## config.mk

```make
export PLATFORM = sky130hd
export DESIGN_NAME = phase_current_accumulator
export DESIGN_NICKNAME = d
export VERILOG_FILES = /design/src/rtl/pca_pkg.sv /design/src/rtl/pca_sync.sv /design/src/rtl/pca_chan_acc.sv /design/src/rtl/pca_seq_count.sv /design/src/rtl/phase_current_accumulator.sv
export SDC_FILE = /design/constraint.sdc
export NUM_CORES = 1
export LEC_CHECK = 0
export BUFFER_PORTS_ARGS = -buffer_cell sky130_fd_sc_hd__buf_4
export CORE_UTILIZATION = 57
export CTS_CLUSTER_DIAMETER = 30
export DETAILED_ROUTE_END_ITERATION = 6
export GPL_TIMING_DRIVEN = 0
export PLACE_DENSITY = 0.8
export SETUP_SLACK_MARGIN = 0.02
export SYNTH_ARGS = -nofsm -noshare
export SYNTH_HDL_FRONTEND = slang
export SYNTH_SLANG_ARGS = --single-unit
```

## constraint.sdc

```tcl
create_clock -name clk -period 3.1 [get_ports clk]
set_input_delay 0.31 -clock clk [delete_from_list [all_inputs] [get_ports clk]]
set_output_delay 0.31 -clock clk [all_outputs]
set_load 0.01 [all_outputs]
```

## src/rtl/pca_pkg.sv

```systemverilog
package pca_pkg;
    localparam int NCH      = 3;
    localparam int CHAN_W   = 2;
    localparam int SAMPLE_W = 12;
    localparam int SUM_W    = 24;
    localparam int CNT_W    = 9;
    localparam int NLVL     = 3;
    localparam int STAT_W   = 32;
    localparam int CNT_LSB  = 0;
    localparam int HALL_LSB = 16;
    localparam int FLT_LSB  = 20;
    localparam int PWR_BIT  = 24;
    localparam int SYNC_W   = 2 * NLVL + 1;

    typedef logic [SUM_W-1:0]  sum_t;
    typedef logic [STAT_W-1:0] stat_t;
endpackage

```

## src/rtl/pca_sync.sv

```systemverilog
module pca_sync #(
    parameter int W = 7
) (
    input  logic         clk,
    input  logic         rst,
    input  logic [W-1:0] din,
    output logic [W-1:0] dout
);
    typedef struct packed {
        logic [W-1:0] s1;
        logic [W-1:0] s2;
    } sync_state_t;

    sync_state_t st_d, st_q;

    always_comb begin
        st_d    = st_q;
        st_d.s1 = din;
        st_d.s2 = st_q.s1;
    end

    always_ff @(posedge clk) begin
        if (rst) st_q <= '0;
        else     st_q <= st_d;
    end

    assign dout = st_q.s2;

    // output equals the input two edges earlier
    assert_sync_delay_R8: assert property (@(posedge clk) disable iff (rst)
        ($past(!rst) && $past(!rst, 2)) |-> (dout == $past(din, 2)));
endmodule

```

## src/rtl/pca_chan_acc.sv

```systemverilog
module pca_chan_acc #(
    parameter int SAMPLE_W = pca_pkg::SAMPLE_W,
    parameter int SUM_W    = pca_pkg::SUM_W
) (
    input  logic                clk,
    input  logic                rst,
    input  logic                add_en,
    input  logic [SAMPLE_W-1:0] sample,
    output logic [SUM_W-1:0]    sum_o
);
    localparam int PAD_W = SUM_W - SAMPLE_W;

    typedef struct packed {
        logic [SUM_W-1:0] sum;
    } acc_state_t;

    acc_state_t st_d, st_q;
    logic [SUM_W-1:0] sample_ext;

    always_comb begin
        sample_ext = {{PAD_W{1'b0}}, sample};
        st_d       = st_q;
        if (add_en) st_d.sum = st_q.sum + sample_ext;
    end

    always_ff @(posedge clk) begin
        if (rst) st_q <= '0;
        else     st_q <= st_d;
    end

    assign sum_o = st_q.sum;

    // an enabled edge adds the zero-extended sample modulo 2^SUM_W
    assert_sum_step_R3: assert property (@(posedge clk) disable iff (rst)
        $past(!rst && add_en) |-> (sum_o == SUM_W'($past(sum_o) + {{PAD_W{1'b0}}, $past(sample)})));
    // without an enable the sum holds
    assert_sum_hold_R10: assert property (@(posedge clk) disable iff (rst)
        $past(!rst && !add_en) |-> $stable(sum_o));
endmodule

```

## src/rtl/pca_seq_count.sv

```systemverilog
module pca_seq_count #(
    parameter int NCH    = pca_pkg::NCH,
    parameter int CHAN_W = pca_pkg::CHAN_W,
    parameter int CNT_W  = pca_pkg::CNT_W
) (
    input  logic              clk,
    input  logic              rst,
    input  logic              valid,
    input  logic [CHAN_W-1:0] chan,
    output logic [CNT_W-1:0]  cnt_o
);
    typedef struct packed {
        logic [NCH-1:0]   seen;
        logic [CNT_W-1:0] cnt;
    } seq_state_t;

    seq_state_t st_d, st_q;
    logic [NCH-1:0] seen_upd;

    always_comb begin
        st_d     = st_q;
        seen_upd = st_q.seen;
        for (int i = 0; i < NCH; i++) begin
            if (valid && (chan == CHAN_W'(i))) seen_upd[i] = 1'b1;
        end
        if (&seen_upd) begin
            st_d.seen = '0;
            st_d.cnt  = st_q.cnt + 1'b1;
        end else begin
            st_d.seen = seen_upd;
        end
    end

    always_ff @(posedge clk) begin
        if (rst) st_q <= '0;
        else     st_q <= st_d;
    end

    assign cnt_o = st_q.cnt;

    // the counter only ever steps by one, wrapping at 2^CNT_W
    assert_cnt_step_R5: assert property (@(posedge clk) disable iff (rst)
        !$stable(st_q.cnt) |-> (st_q.cnt == CNT_W'($past(st_q.cnt) + 1'b1)));
    // a completed sequence leaves the seen mask empty
    assert_mask_clear_R4: assert property (@(posedge clk) disable iff (rst)
        !$stable(st_q.cnt) |-> (st_q.seen == '0));
    // the counter cannot advance without a sample on that edge
    assert_cnt_needs_sample_R4: assert property (@(posedge clk) disable iff (rst)
        $past(!rst && !valid) |-> $stable(st_q.cnt));
endmodule

```

## src/rtl/phase_current_accumulator.sv

```systemverilog
module phase_current_accumulator
    import pca_pkg::*;
(
    input  logic        clk,
    input  logic        rst,
    input  logic        sample_valid,
    input  logic [1:0]  sample_chan,
    input  logic [11:0] sample_data,
    input  logic [2:0]  hall_in,
    input  logic [2:0]  fault_in,
    input  logic        power_in,
    input  logic        snap_strobe,
    output logic [23:0] snap_sum_a,
    output logic [23:0] snap_sum_b,
    output logic [23:0] snap_sum_c,
    output logic [31:0] snap_status
);
    localparam stat_t USED_MASK = stat_t'(((1 << CNT_W) - 1) << CNT_LSB)
                                | stat_t'(((1 << NLVL) - 1) << HALL_LSB)
                                | stat_t'(((1 << NLVL) - 1) << FLT_LSB)
                                | stat_t'(1 << PWR_BIT);

    typedef struct packed {
        sum_t [NCH-1:0] sums;
        stat_t          status;
    } snap_state_t;

    logic [SYNC_W-1:0]  lvl_raw, lvl_sync;
    logic [NCH-1:0]     add_en;
    sum_t [NCH-1:0]     live_sum;
    logic [CNT_W-1:0]   cyc_cnt;
    stat_t              live_status;
    snap_state_t        snap_d, snap_q;

    assign lvl_raw = {power_in, fault_in, hall_in};

    pca_sync #(.W(SYNC_W)) u_sync (
        .clk (clk),
        .rst (rst),
        .din (lvl_raw),
        .dout(lvl_sync)
    );

    generate
        for (genvar g = 0; g < NCH; g++) begin : g_chan
            assign add_en[g] = sample_valid && (sample_chan == CHAN_W'(g));
            pca_chan_acc #(.SAMPLE_W(SAMPLE_W), .SUM_W(SUM_W)) u_acc (
                .clk   (clk),
                .rst   (rst),
                .add_en(add_en[g]),
                .sample(sample_data),
                .sum_o (live_sum[g])
            );
        end
    endgenerate

    pca_seq_count #(.NCH(NCH), .CHAN_W(CHAN_W), .CNT_W(CNT_W)) u_seq (
        .clk  (clk),
        .rst  (rst),
        .valid(sample_valid),
        .chan (sample_chan),
        .cnt_o(cyc_cnt)
    );

    always_comb begin
        live_status = '0;
        live_status[CNT_LSB +: CNT_W] = cyc_cnt;
        live_status[HALL_LSB +: NLVL] = lvl_sync[0 +: NLVL];
        live_status[FLT_LSB +: NLVL]  = lvl_sync[NLVL +: NLVL];
        live_status[PWR_BIT]          = lvl_sync[2*NLVL];
        snap_d = snap_q;
        if (snap_strobe) begin
            snap_d.sums   = live_sum;
            snap_d.status = live_status;
        end
    end

    always_ff @(posedge clk) begin
        if (rst) snap_q <= '0;
        else     snap_q <= snap_d;
    end

    assign snap_sum_a  = snap_q.sums[0];
    assign snap_sum_b  = snap_q.sums[1];
    assign snap_sum_c  = snap_q.sums[2];
    assign snap_status = snap_q.status;

    // a strobe captures all accumulators on the same edge
    assert_snap_load_R9: assert property (@(posedge clk) disable iff (rst)
        $past(!rst && snap_strobe) |-> (snap_sum_a == $past(live_sum[0]) &&
                                        snap_sum_b == $past(live_sum[1]) &&
                                        snap_sum_c == $past(live_sum[2])));
    // without a strobe the snapshot holds
    assert_snap_hold_R9: assert property (@(posedge clk) disable iff (rst)
        $past(!rst && !snap_strobe) |-> ($stable(snap_sum_a) && $stable(snap_sum_b) &&
                                         $stable(snap_sum_c) && $stable(snap_status)));
    // unlisted status bits stay clear
    assert_reserved_zero_R7: assert property (@(posedge clk) disable iff (rst)
        (snap_status & ~USED_MASK) == '0);
endmodule

```

==> results.cfg <==
[setup_path]
worstSetupPathType = reg2reg
reg2reg_from = g_chan[1].u_acc.sum_o[0]
timing.rr.end = g_chan[1].u_acc.sum_o[20]
worstPathMaxFanout = 8
critPathArrivalTime_ns = 3.17
critical_path.endpoint_type = flip-flop
cp_data_required_time_ns = 3.47
worst-r2r-setup-slack_ns = 0.30
reg2regPathDepth = 8
worstSetupStartpointType = flip-flop

[floorplan]
initial_utilization_pct = 59.32
row_count = 44
i_o_pin_count = 129
die_h_um = 125.9
dieArea_um2 = 15850
die_width_um = 125.9
design.core.area_um2 = 14750

[sta]
grt_setup_unrepaired = no
timing.final.max_slew_violations = 0
final_hold_violation_count = 0
worst_pin_slew_ns = 0.8445
tns_ns = 0
timing.fmax_mhz = 357.5
clock_skew_ns = 0.006729
final.period_utilization_pct = 90.22
max-slew-margin-rel_pct = 43.70
final.min_clock_period_ns = 2.797
setup_violations = 0

[detailed_routing]
drc = 0
drtIter0Drc = 467
avgViaCountPerCell = 5.638
drt-total-wl_um = 20780
ant_nets = 0
routed-via-count = 7290
detailedRoute.firstPassIterationCount = 5
wire_per_inst_um = 16.07

[global_routing]
first_global_vias = 6612
first_pass_grt_wire_length_um = 33090
global_route.overflow_total = 0
grt_max_degree = 19
groute.usage.overall_pct = 26.56
grt_antenna_before_repair = 1

[synthesis]
ys_top_cells_by_area = sky130_fd_sc_hd__dfxtp_1 (43%), sky130_fd_sc_hd__mux2i_1 (10%), sky130_fd_sc_hd__nor2_1 (6.3%), sky130_fd_sc_hd__ha_1 (5.3%), sky130_fd_sc_hd__nand2_1 (3.0%)
yosys.cell_types.count = 66
ys_dominant_reg_cell = sky130_fd_sc_hd__dfxtp_1
synth_largest_type_area_fraction_pct = 42.54
number_of_flops_mapped_to_enable_cells_by_yosys = 0
mappedNetlistArea_um2 = 8752
seq_area_frac_synth_pct = 42.54
synthesis_warning_total = 0
post_synthesis_async_set_or_reset_flop_share_pct = 0
synth.largest_area_cell = sky130_fd_sc_hd__dfxtp_1
syn_inst = 953
post_synth.cell_area_avg_um2 = 9.184
ys_seq_elements = 186

[cells_and_area]
post_route_cells_drive_above_1_share_pct = 16.14
antenna-diode-count = 0
final_design_area_no_fill_um2 = 10430
design.final.nets = 1161
fillCellCount = 1199
area_delta_synth_final_pct = 19.14

[power]
power.static_leakage_nw = 4.556
ir_drop_uv = 388.6
powerDensity_nw_per_um2 = 487.2

[placement]
place_hpwl_um = 15240
port_buffers = 109
dpl_cell_area_um2 = 9857
gp_congestion = 0.9033

[run_status]
outcome = finished clean

[clock_network]
cts_root_buffer = sky130_fd_sc_hd__clkbuf_16
tritoncts_clock_tree = built
worst_skew_pair.late_latency_ns = 0.44
cts_max_path_buffers = 2
numCtsBuffers = 17
cts.clk_slew.worst_paths_ns = 0.07
post_cts.repair.setup_buffers = 0
cts_sinks = 186
htreeDepth = 4

[worst_hold_path]
timing.hold.worst.start = fault_in[0]
worstHoldPathType = in2reg
min_path_cells = 2
hold_end = u_sync.st_d[3]

[run]
timing.max_cap.violations = 0
-- through the flow --
stage | std cells | setup WS (ns) | hold WS (ns) | util [%] | total power [mW]
detailed placement | 1261 | 0.1424 | 0.4256 | 66.81 | 3.027
floorplan | 968 | 0.7561 | 0.4138 | - | 2.874
CTS | 1293 | 0.2648 | 0.06710 | 70.64 | 5.101
global placement | 1261 | 0.2001 | 0.4173 | 66.81 | 3.018
global route | 1293 | 0.1863 | 0.07077 | 70.68 | 5.255
finish | 1293 | 0.3032 | 0.07931 | 70.68 | 5.080
-- registers in the layout, indices dropped and copies added, names as in the netlist --
name	cells
u_sync.dout	7
snap_sum_a	24
snap_sum_b	24
u_sync.st_d	7
snap_status	16
g_chan.u_acc.sum_o	72
snap_sum_c	24
u_seq.cnt_o	9
u_seq.st_q	3
-- critical path: stages (launching register included) --
cell and delay [ns]:
sky130_fd_sc_hd__dfxtp_1 0.36, sky130_fd_sc_hd__ha_1 0.20, sky130_fd_sc_hd__fa_1 0.24, sky130_fd_sc_hd__a211oi_1 0.11
sky130_fd_sc_hd__or2_1 0.27, sky130_fd_sc_hd__a221oi_1 0.59, sky130_fd_sc_hd__nor2_1 0.27, sky130_fd_sc_hd__or4b_1 0.55
sky130_fd_sc_hd__a21oi_1 0.15
-- worst max-delay path by stage --
| stage | depth (start not counted) | start | end | slack [ns] |
|---|---|---|---|---|
| floorplan | 7 | sample_data[3] | g_chan[1].u_acc.sum_o[19] | 0.76 |
| global placement | 9 | sample_data[0] | g_chan[0].u_acc.sum_o[12] | 0.20 |
| detailed placement | 9 | sample_data[0] | g_chan[0].u_acc.sum_o[12] | 0.14 |
| CTS | 8 | g_chan[0].u_acc.sum_o[0] | g_chan[0].u_acc.sum_o[16] | 0.26 |
| global route | 8 | g_chan[1].u_acc.sum_o[0] | g_chan[1].u_acc.sum_o[20] | 0.19 |
| finish | 8 | g_chan[1].u_acc.sum_o[0] | g_chan[1].u_acc.sum_o[20] | 0.30 |
-- cell families after synthesis --
logic type / Yosys count / synth area share, %
AO/OA/AOI/OAI: 161 / 12.51
XOR/XNOR: 47 / 4.703
adder cells (fa/ha/maj): 40 / 5.976
buffers and inverters: 74 / 3.917
flip-flops: 186 / 42.54
multiplexers: 98 / 11.31
other: 1 / 0.04285
AND/OR/NAND/NOR: 346 / 19.00
-- layer usage --
metal / track usage, % / routed length (um)
met1: 34.67 / 9425
met2: 42.25 / 9526
met3: 5.607 / 1135
met4: 12.12 / 682
met5: 0 / 11
-- placed cells by master, fill, tap and decap left out, types with 5 or more instances in the layout --
cell type                   count
sky130_fd_sc_hd__a211oi_1      13
sky130_fd_sc_hd__a21o_1        18
sky130_fd_sc_hd__a21oi_1       45
sky130_fd_sc_hd__a31oi_1        5
sky130_fd_sc_hd__buf_4        125
sky130_fd_sc_hd__clkbuf_1      44
sky130_fd_sc_hd__clkbuf_16     17
sky130_fd_sc_hd__conb_1        16
sky130_fd_sc_hd__dfxtp_1      186
sky130_fd_sc_hd__ha_1          37
sky130_fd_sc_hd__inv_1          6
sky130_fd_sc_hd__inv_8          5
sky130_fd_sc_hd__mux2i_1       91
sky130_fd_sc_hd__nand2_1       71
sky130_fd_sc_hd__nand3_1       20
sky130_fd_sc_hd__nand3b_1       8
sky130_fd_sc_hd__nand4_1       17
sky130_fd_sc_hd__nor2_1       148
sky130_fd_sc_hd__nor2b_1       25
sky130_fd_sc_hd__nor3_1         9
sky130_fd_sc_hd__nor3b_1        5
sky130_fd_sc_hd__o211ai_1       8
sky130_fd_sc_hd__o21a_1         7
sky130_fd_sc_hd__o21ai_0       30
sky130_fd_sc_hd__or4_1          8
sky130_fd_sc_hd__xnor2_1       25
sky130_fd_sc_hd__xor2_1        22
-- cells in the mapped netlist (5+ instances only) --
cell and n:
sky130_fd_sc_hd__a211oi_1 13, sky130_fd_sc_hd__o211ai_1 8, sky130_fd_sc_hd__nor3b_1 5, sky130_fd_sc_hd__or4_1 8
sky130_fd_sc_hd__a21oi_1 45, sky130_fd_sc_hd__buf_4 16, sky130_fd_sc_hd__nand2_1 71, sky130_fd_sc_hd__xor2_1 22
sky130_fd_sc_hd__a21o_1 18, sky130_fd_sc_hd__nand3_1 20, sky130_fd_sc_hd__xnor2_1 25, sky130_fd_sc_hd__clkbuf_1 44
sky130_fd_sc_hd__dfxtp_1 186, sky130_fd_sc_hd__ha_1 37, sky130_fd_sc_hd__o21ai_0 30, sky130_fd_sc_hd__o21a_1 7
sky130_fd_sc_hd__nor3_1 9, sky130_fd_sc_hd__nor2b_1 25, sky130_fd_sc_hd__nor2_1 148, sky130_fd_sc_hd__inv_1 6
sky130_fd_sc_hd__nand4_1 17, sky130_fd_sc_hd__mux2i_1 91, sky130_fd_sc_hd__nand3b_1 8, sky130_fd_sc_hd__a31oi_1 5
-- cell type report --
class                      instances  area [um2]  share of cell area [%]
sequential                       186        3724                   35.71
inverter                           6       22.52                  0.2160
clock buffer                      18       439.2                   4.212
timing repair buffer             109       818.3                   7.847
buffer                            68       320.3                   3.072
tap                              184       230.2                   2.208
clock inverter                    14       126.4                   1.212
multi-input combinational        708        4747                   45.52
-- timing repair --
item | CTS | global route
hold endpoints to repair | 0 | 0
endpoints found under the setup margin | 0 | 1
resized for setup | 0 | 1
hold buffers | 0 | 0
-- where the power goes --
group          internal, mW  leakage (nW)  switching (mW)
sequential             2.43          1.51          0.0304
clock                  1.08         0.269            1.02
combinational         0.209          2.78           0.311
total                  3.72          4.56            1.36
Note: power is estimated with default switching activity, not from simulation.
